## src/rtl/vcsel_pkg.sv

```systemverilog
package vcsel_pkg;
  // Candidate carry-outs of one select stage, one per assumed carry-in.
  typedef struct packed {
    logic carryIfZero;
    logic carryIfOne;
  } carryPair_t;
endpackage

```

## src/rtl/csa_ripple.sv

```systemverilog
module csa_ripple #(
  parameter int W = 4
) (
  input  logic [W-1:0] a,
  input  logic [W-1:0] b,
  input  logic         cin,
  output logic [W-1:0] sum,
  output logic         cout
);
  logic [W:0] rc;
  assign rc[0] = cin;

  for (genvar k = 0; k < W; k++) begin : g_bit
    assign sum[k]  = a[k] ^ b[k] ^ rc[k];
    assign rc[k+1] = (a[k] & b[k]) | (rc[k] & (a[k] ^ b[k]));
  end

  assign cout = rc[W];
endmodule

```

## src/rtl/csa_select.sv

```systemverilog
module csa_select
  import vcsel_pkg::*;
#(
  parameter int W = 4
) (
  input  logic [W-1:0] sumIfZero,
  input  logic [W-1:0] sumIfOne,
  input  carryPair_t   pair,
  input  logic         sel,
  output logic [W-1:0] sum,
  output logic         cout
);
  assign sum  = sel ? sumIfOne : sumIfZero;
  assign cout = sel ? pair.carryIfOne : pair.carryIfZero;
endmodule

```

## src/rtl/csa_stage.sv

```systemverilog
module csa_stage
  import vcsel_pkg::*;
#(
  parameter int W        = 4,
  parameter bit SELECTED = 1'b1
) (
  input  logic [W-1:0] a,
  input  logic [W-1:0] b,
  input  logic         cin,
  output logic [W-1:0] sum,
  output logic         cout
);
  if (!SELECTED) begin : g_direct
    csa_ripple #(.W(W)) u_rip (
      .a(a), .b(b), .cin(cin), .sum(sum), .cout(cout)
    );
  end else begin : g_dual
    logic [W-1:0] sumZero, sumOne;
    carryPair_t   pair;

    csa_ripple #(.W(W)) u_ripZero (
      .a(a), .b(b), .cin(1'b0), .sum(sumZero), .cout(pair.carryIfZero)
    );
    csa_ripple #(.W(W)) u_ripOne (
      .a(a), .b(b), .cin(1'b1), .sum(sumOne), .cout(pair.carryIfOne)
    );
    csa_select #(.W(W)) u_sel (
      .sumIfZero(sumZero), .sumIfOne(sumOne), .pair(pair),
      .sel(cin), .sum(sum), .cout(cout)
    );
  end
endmodule

```

## src/rtl/vcsel_adder.sv

```systemverilog
module vcsel_adder #(
  parameter int WIDTH                = 32,
  parameter int NUM_STAGES           = 5,
  parameter int STAGE_W [NUM_STAGES] = '{4, 5, 6, 7, 10},
  parameter int MAX_GROW             = 3
) (
  input  logic [WIDTH-1:0] a,
  input  logic [WIDTH-1:0] b,
  input  logic             cin,
  output logic [WIDTH-1:0] sum,
  output logic             cout
);
  function automatic int stageBase(int idx);
    int acc = 0;
    for (int k = 0; k < idx; k++) acc += STAGE_W[k];
    return acc;
  endfunction

  localparam int LAYOUT_BITS = stageBase(NUM_STAGES);

  // layout checks at elaboration
  if (LAYOUT_BITS != WIDTH) begin : g_badSum
    $error("stage widths add to %0d, operand width is %0d", LAYOUT_BITS, WIDTH);
  end
  for (genvar g = 1; g < NUM_STAGES; g++) begin : g_growChk
    if (STAGE_W[g] - STAGE_W[g-1] > MAX_GROW) begin : g_badGrow
      $error("stage %0d grows by more than %0d bits", g, MAX_GROW);
    end
  end

  logic [NUM_STAGES:0] carryChain;
  assign carryChain[0] = cin;

  for (genvar s = 0; s < NUM_STAGES; s++) begin : g_stage
    localparam int LO = stageBase(s);
    localparam int SW = STAGE_W[s];
    csa_stage #(.W(SW), .SELECTED(s != 0)) u_stage (
      .a   (a[LO +: SW]),
      .b   (b[LO +: SW]),
      .cin (carryChain[s]),
      .sum (sum[LO +: SW]),
      .cout(carryChain[s+1])
    );
  end

  assign cout = carryChain[NUM_STAGES];
endmodule

```

## config.mk

```make
export PLATFORM = sky130hd
export DESIGN_NAME = vcsel_adder
export DESIGN_NICKNAME = d
export VERILOG_FILES = /design/src/rtl/vcsel_pkg.sv /design/src/rtl/csa_ripple.sv /design/src/rtl/csa_select.sv /design/src/rtl/csa_stage.sv /design/src/rtl/vcsel_adder.sv
export SDC_FILE = /design/constraint.sdc
export NUM_CORES = 1
export LEC_CHECK = 0
export BUFFER_PORTS_ARGS = -buffer_cell sky130_fd_sc_hd__clkbuf_2
export CAP_MARGIN = 5
export CORE_ASPECT_RATIO = 0.5
export CORE_MARGIN = 3
export CORE_UTILIZATION = 50
export DETAILED_ROUTE_END_ITERATION = 8
export PLACE_DENSITY = 0.87
export SLEW_MARGIN = 15
export SYNTH_ARGS = -nofsm -noshare
export SYNTH_HDL_FRONTEND = slang
export SYNTH_HIERARCHICAL = 1
export SYNTH_SLANG_ARGS = --single-unit
export TNS_END_PERCENT = 100
```

## constraint.sdc

```tcl
create_clock -name vclk -period 7.7
set_input_delay 1.54 -clock vclk [all_inputs]
set_output_delay 1.54 -clock vclk [all_outputs]
set_load 0.02 [all_outputs]
```

==> results of run 1 <==
kinds of logic (layout without fill, tap and decap cells):
kind of cell | after synthesis | in the layout | share of synthesized area (%)
buf+inv | 94 | 188 | 18.3
fa+ha+maj | 60 | 60 | 57.5
mux | 32 | 32 | 22.8
other cells | 8 | 8 | 1.44
per-stage QoR:
stage / setup WS [ns] / instance area, um^2 / cells
5_1_grt: 0.0486 / 2600 / 339
2_1_floorplan: 0.661 / 2090 / 194
6_report: 0.242 / 2600 / 339
4_1_cts: 0.166 / 2600 / 339
3_5_place_dp: 0.169 / 2600 / 339
3_3_place_gp: 0.359 / 2600 / 339
worst max-delay path, stage by stage:
cell and delay, ns:
clkbuf_2 0.12, fa_1 0.43, inv_1 0.09, fa_1 0.17, inv_1 0.05, fa_1 0.38, fa_2 0.35, fa_1 0.39
fa_1 0.39, fa_1 0.40, fa_1 0.40, fa_1 0.38, inv_1 0.08, fa_1 0.40, inv_1 0.06, mux2_4 0.13
clkbuf_2 0.16
layout by cell type, fill, tap and decap left out:
cell and n:
mux2_2 1, clkbuf_2 98, inv_1 90, conb_1 8, fa_2 1, fa_1 59
mux2_4 31
repair_timing:
| action | CTS | global route |
|---|---|---|
| endpoints found under the hold margin | 0 | 0 |
| resized for setup | 0 | 1 |
| endpoints found under the setup margin | 0 | 1 |
synth_stat cells:
cell / n
conb_1: 8
mux2_2: 1
fa_1: 60
inv_1: 90
mux2_4: 31
buf_6: 4
path summary, 6_finish.rpt:
| path | end | slack, ns |
|---|---|---|
| setup / recovery | sum[31] | 0.24 |
| hold / removal | sum[2] | 3.48 |
routing by layer:
| layer | global-route usage, % | up-vias | part of all wire [%] |
|---|---|---|---|
| met2 | 38.8 | 49 | 63 |
| met5 | 0 | - | 0 |
| met4 | 1.61 | 0 | 0.62 |
| li1 | - | 693 | - |
| met3 | 2.68 | 4 | 7.1 |
| met1 | 15.2 | 743 | 29 |
final cells by class:
| type | count | area, um^2 |
|---|---|---|
| Fill cell | 293 | 1110 |
| Tap cell | 51 | 63.8 |
| Timing Repair Buffer | 98 | 490 |
| Multi-Input combinational cell | 100 | 1710 |
| Inverter | 90 | 338 |
power groups by stage:
stage	sequential [mW]	clock, mW	combinational, mW
floorplan	0	0	0.221
global placement	0	0	0.293
detailed placement	0	0	0.310
CTS	0	0	0.311
global route	0	0	0.339
finish	0	0	0.305
==> impl_metrics.tcl, run 1 <==
set metrics [dict create \
    seq_area_frac_synth_pct 0 \
    hp-class "input pin to primary output" \
    worstPathArrival_ns 5.92 \
    final_max_slew_viol_count 0 \
    grt_pass1_vias 1756 \
    num_io_pins 98 \
    critPathMaxFanout 2 \
    combPwrFrac_pct 100.0 \
    die_area_um2 5040 \
    final-setup-viol-count 0 \
    p_sw_share_pct 53.2 \
    rsz0062_at_grt "no" \
    synth_top_area_share_pct 57.5 \
    hpwlAfterDp_mm 4.06 \
    clock.fmax_mhz 134 \
    area_growth_pct 24.5 \
    finalHoldViolCount 0 \
    drc_errors 0 \
    numPortBuffers 98 \
    final_core_util_pct 70.0 \
    die_w_um 97.5 \
    cp.required_ns 6.16 \
    cp-startpoint "a[22]" \
    crit_type "input pin to primary output" \
    seq_cells 0 \
    syn_area_um2 2090 \
    drtAntennaViolNets 0 \
    synth_area_leader_cell "fa_1" \
    cts_setup_buffers 0 \
    internal_power_mw 0.143 \
    vias 1489 \
    fp-row-count 15 \
    synth_cells 194 \
    syn-num-nets 319 \
    clkPwrFrac_pct 0 \
    outcome "completed" \
    maxCapViolCount 0 \
    whs_path_depth 3 \
    start_util_pct 56.3 \
    vias_per_cell 4.39 \
    ir_drop_v 0.0000537 \
    overflow 0 \
    nClkBuffers 0 \
    tns_ns 0 \
    p_leak_nw 1.61 \
    ys_types 6 \
    cts_hold_buf 0 \
    regArea_um2 0 \
    whs_ns 3.48 \
    p_switching_mw 0.162 \
    antenna_found_initial 0 \
    drive_gt1_share_pct 45.5 \
    nNetsFinal 415 \
    die_y_um 51.7 \
    dr.first_iter.drc_count 25 \
    power.density_nw_per_um2 117 \
    gp_congestion 0.747 \
    antenna_cells 0 \
    power_mw 0.305 \
    core_um2 3720 \
    yosys_warnings 6 \
    end_kind "primary output" \
    period_share_pct 96.9 \
    hp-start "b[2]" \
    startpoint_type "input pin" \
    period_needed_ns 7.46 \
    syn_avg_cell_area_um2 10.8 \
    grt_max_degree 12 \
    pwr-share-seq_pct 0 \
    grt_usage_pct 16.5 \
    drtPass1Iterations 3 \
    synthTopCellsByArea "fa_1, mux2_4, inv_1" \
    wl_per_cell_um 11.8 \
    wirelength_mm 4.00 \
    grt_pass1_wl_mm 6.82 \
]
(Power assumes the default switching activity.)
==> run 2, diff against run 1 <==
Settings changed: CELL_PAD_IN_SITES_DETAIL_PLACEMENT set to 0, CELL_PAD_IN_SITES_GLOBAL_PLACEMENT set to 1, CORE_UTILIZATION 50 to 37.
==> run 2 against run 1 <==
Effect of this change:
- via count decreased by 0.54%
- global-route usage fell by 5.0 points
- combinational power barely moved
- hold slack got worse by 0.0049 ns
- maximum frequency barely moved
- power shrank 1.1%
- sequential cell count did not move
- first-iteration DRC count shrank 24%
- die area is 32% higher
- core utilization shrank 19 points
- count of clock-buffer cells in the layout is the same
- critical path type unchanged
- critical endpoint unchanged
- largest cell class unchanged
==> impl_metrics.tcl, run 2 (same netlist as run 1, synthesis figures left out) <==
set metrics [dict create \
    end_kind "primary output" \
    die_y_um 59.2 \
    cts_hold_buf 0 \
    antenna_cells 0 \
    hpwlAfterDp_mm 3.79 \
    clkPwrFrac_pct 0 \
    die_area_um2 6640 \
    layout_common_cells "clkbuf_2, inv_1, fa_1" \
    finalHoldViolCount 0 \
    grt_pass1_wl_mm 6.47 \
    overflow 0 \
    p_switching_mw 0.160 \
    crit_type "input pin to primary output" \
    grt_usage_pct 11.4 \
    place_area_um2 2620 \
    pwr-share-seq_pct 0 \
    cp.required_ns 6.16 \
    post_cts_resized 0 \
    fp-row-count 18 \
    die_w_um 112 \
    vias 1481 \
    grt_pass1_vias 1628 \
    seq_cells 0 \
    area_growth_pct 25.5 \
    numPortBuffers 98 \
    dr.first_iter.drc_count 19 \
    final-setup-viol-count 0 \
    combPwrFrac_pct 100.0 \
    antenna_found_initial 0 \
    path_cells "clkbuf_2 -> fa_1 -> inv_1 -> fa_1 -> inv_1 -> fa_1 -> fa_1 -> fa_1 -> fa_1 -> fa_1 -> fa_1 -> fa_1 -> inv_1 -> fa_1 -> inv_1 -> mux2_4 -> clkbuf_2" \
    tns_ns 0 \
    crit_slowest_cell "fa_1" \
    nNetsFinal 415 \
    stdcell_area_um2 2620 \
    regArea_um2 0 \
    cts_setup_buffers 0 \
    outcome "completed" \
    clock.fmax_mhz 134 \
    p_sw_share_pct 53.0 \
    start_util_pct 40.4 \
    worstPathArrival_ns 5.91 \
    nClkBuffers 0 \
    hp-class "input pin to primary output" \
    final_max_slew_viol_count 0 \
    rsz0062_at_grt "no" \
    vias_per_cell 4.14 \
    period_share_pct 96.8 \
    crit_top_cell "fa_1" \
    final_common_cell "clkbuf_2" \
    internal_power_mw 0.142 \
    maxCapViolCount 0 \
    cp_top_family "adder cells" \
    cp.buffers_inverters 6 \
    slowest_delay_ns 0.43 \
    num_io_pins 98 \
    drtAntennaViolNets 0 \
    p_leak_nw 1.61 \
    ir_drop_v 0.0000659 \
    wl_per_cell_um 10.5 \
    power.density_nw_per_um2 115 \
    wirelength_mm 3.76 \
    startpoint_type "input pin" \
    core_um2 5180 \
    drive_gt1_share_pct 45.1 \
    critPathMaxFanout 2 \
    drc_errors 0 \
    gp_congestion 0.719 \
    drtPass1Iterations 5 \
    period_needed_ns 7.45 \
    grt_max_degree 12 \
]
run 2: final timing paths:
path | cells past startpoint | from | slack (ns) | endpoint
setup / recovery | 17 | a[22] | 0.25 | sum[31]
hold / removal | 3 | cin | 3.47 | sum[0]
run 2: layer usage:
layer	vias up	GRT usage, %	routed length (um)
li1	693	-	-
met1	729	12.8	1210
met2	57	24.3	2200
met3	2	1.63	337
met4	0	0.685	19
met5	-	0	0
run 2: area by class of cell:
type               instances  area (um^2)
multi-input cells        100         1710
inverters                 90          338
well taps                 70         87.6
repair buffers            98          490
fillers                  506         2560
run 2: metrics by stage:
step / utilization, % / hold slack, ns / setup WS [ns] / cells / power (mW)
4_1_cts: 50.7 / 3.48 / 0.209 / 358 / 0.309
5_1_grt: 50.7 / 3.50 / 0.0574 / 358 / 0.335
2_1_floorplan: - / 3.33 / 0.661 / 194 / 0.221
3_3_place_gp: 50.7 / 3.48 / 0.360 / 358 / 0.296
6_report: 50.7 / 3.47 / 0.245 / 358 / 0.302
3_5_place_dp: 50.7 / 3.48 / 0.212 / 358 / 0.309
run 2: power groups by stage:
stage	Sequential (mW)	Combinational, mW	Clock [mW]
floorplan	0	0.221	0
global placement	0	0.296	0
detailed placement	0	0.309	0
CTS	0	0.309	0
global route	0	0.335	0
finish	0	0.302	0
run 2: tightest hold or removal path: stages:
cell and delay [ns]:
clkbuf_2 0.09, fa_1 0.15, clkbuf_2 0.16
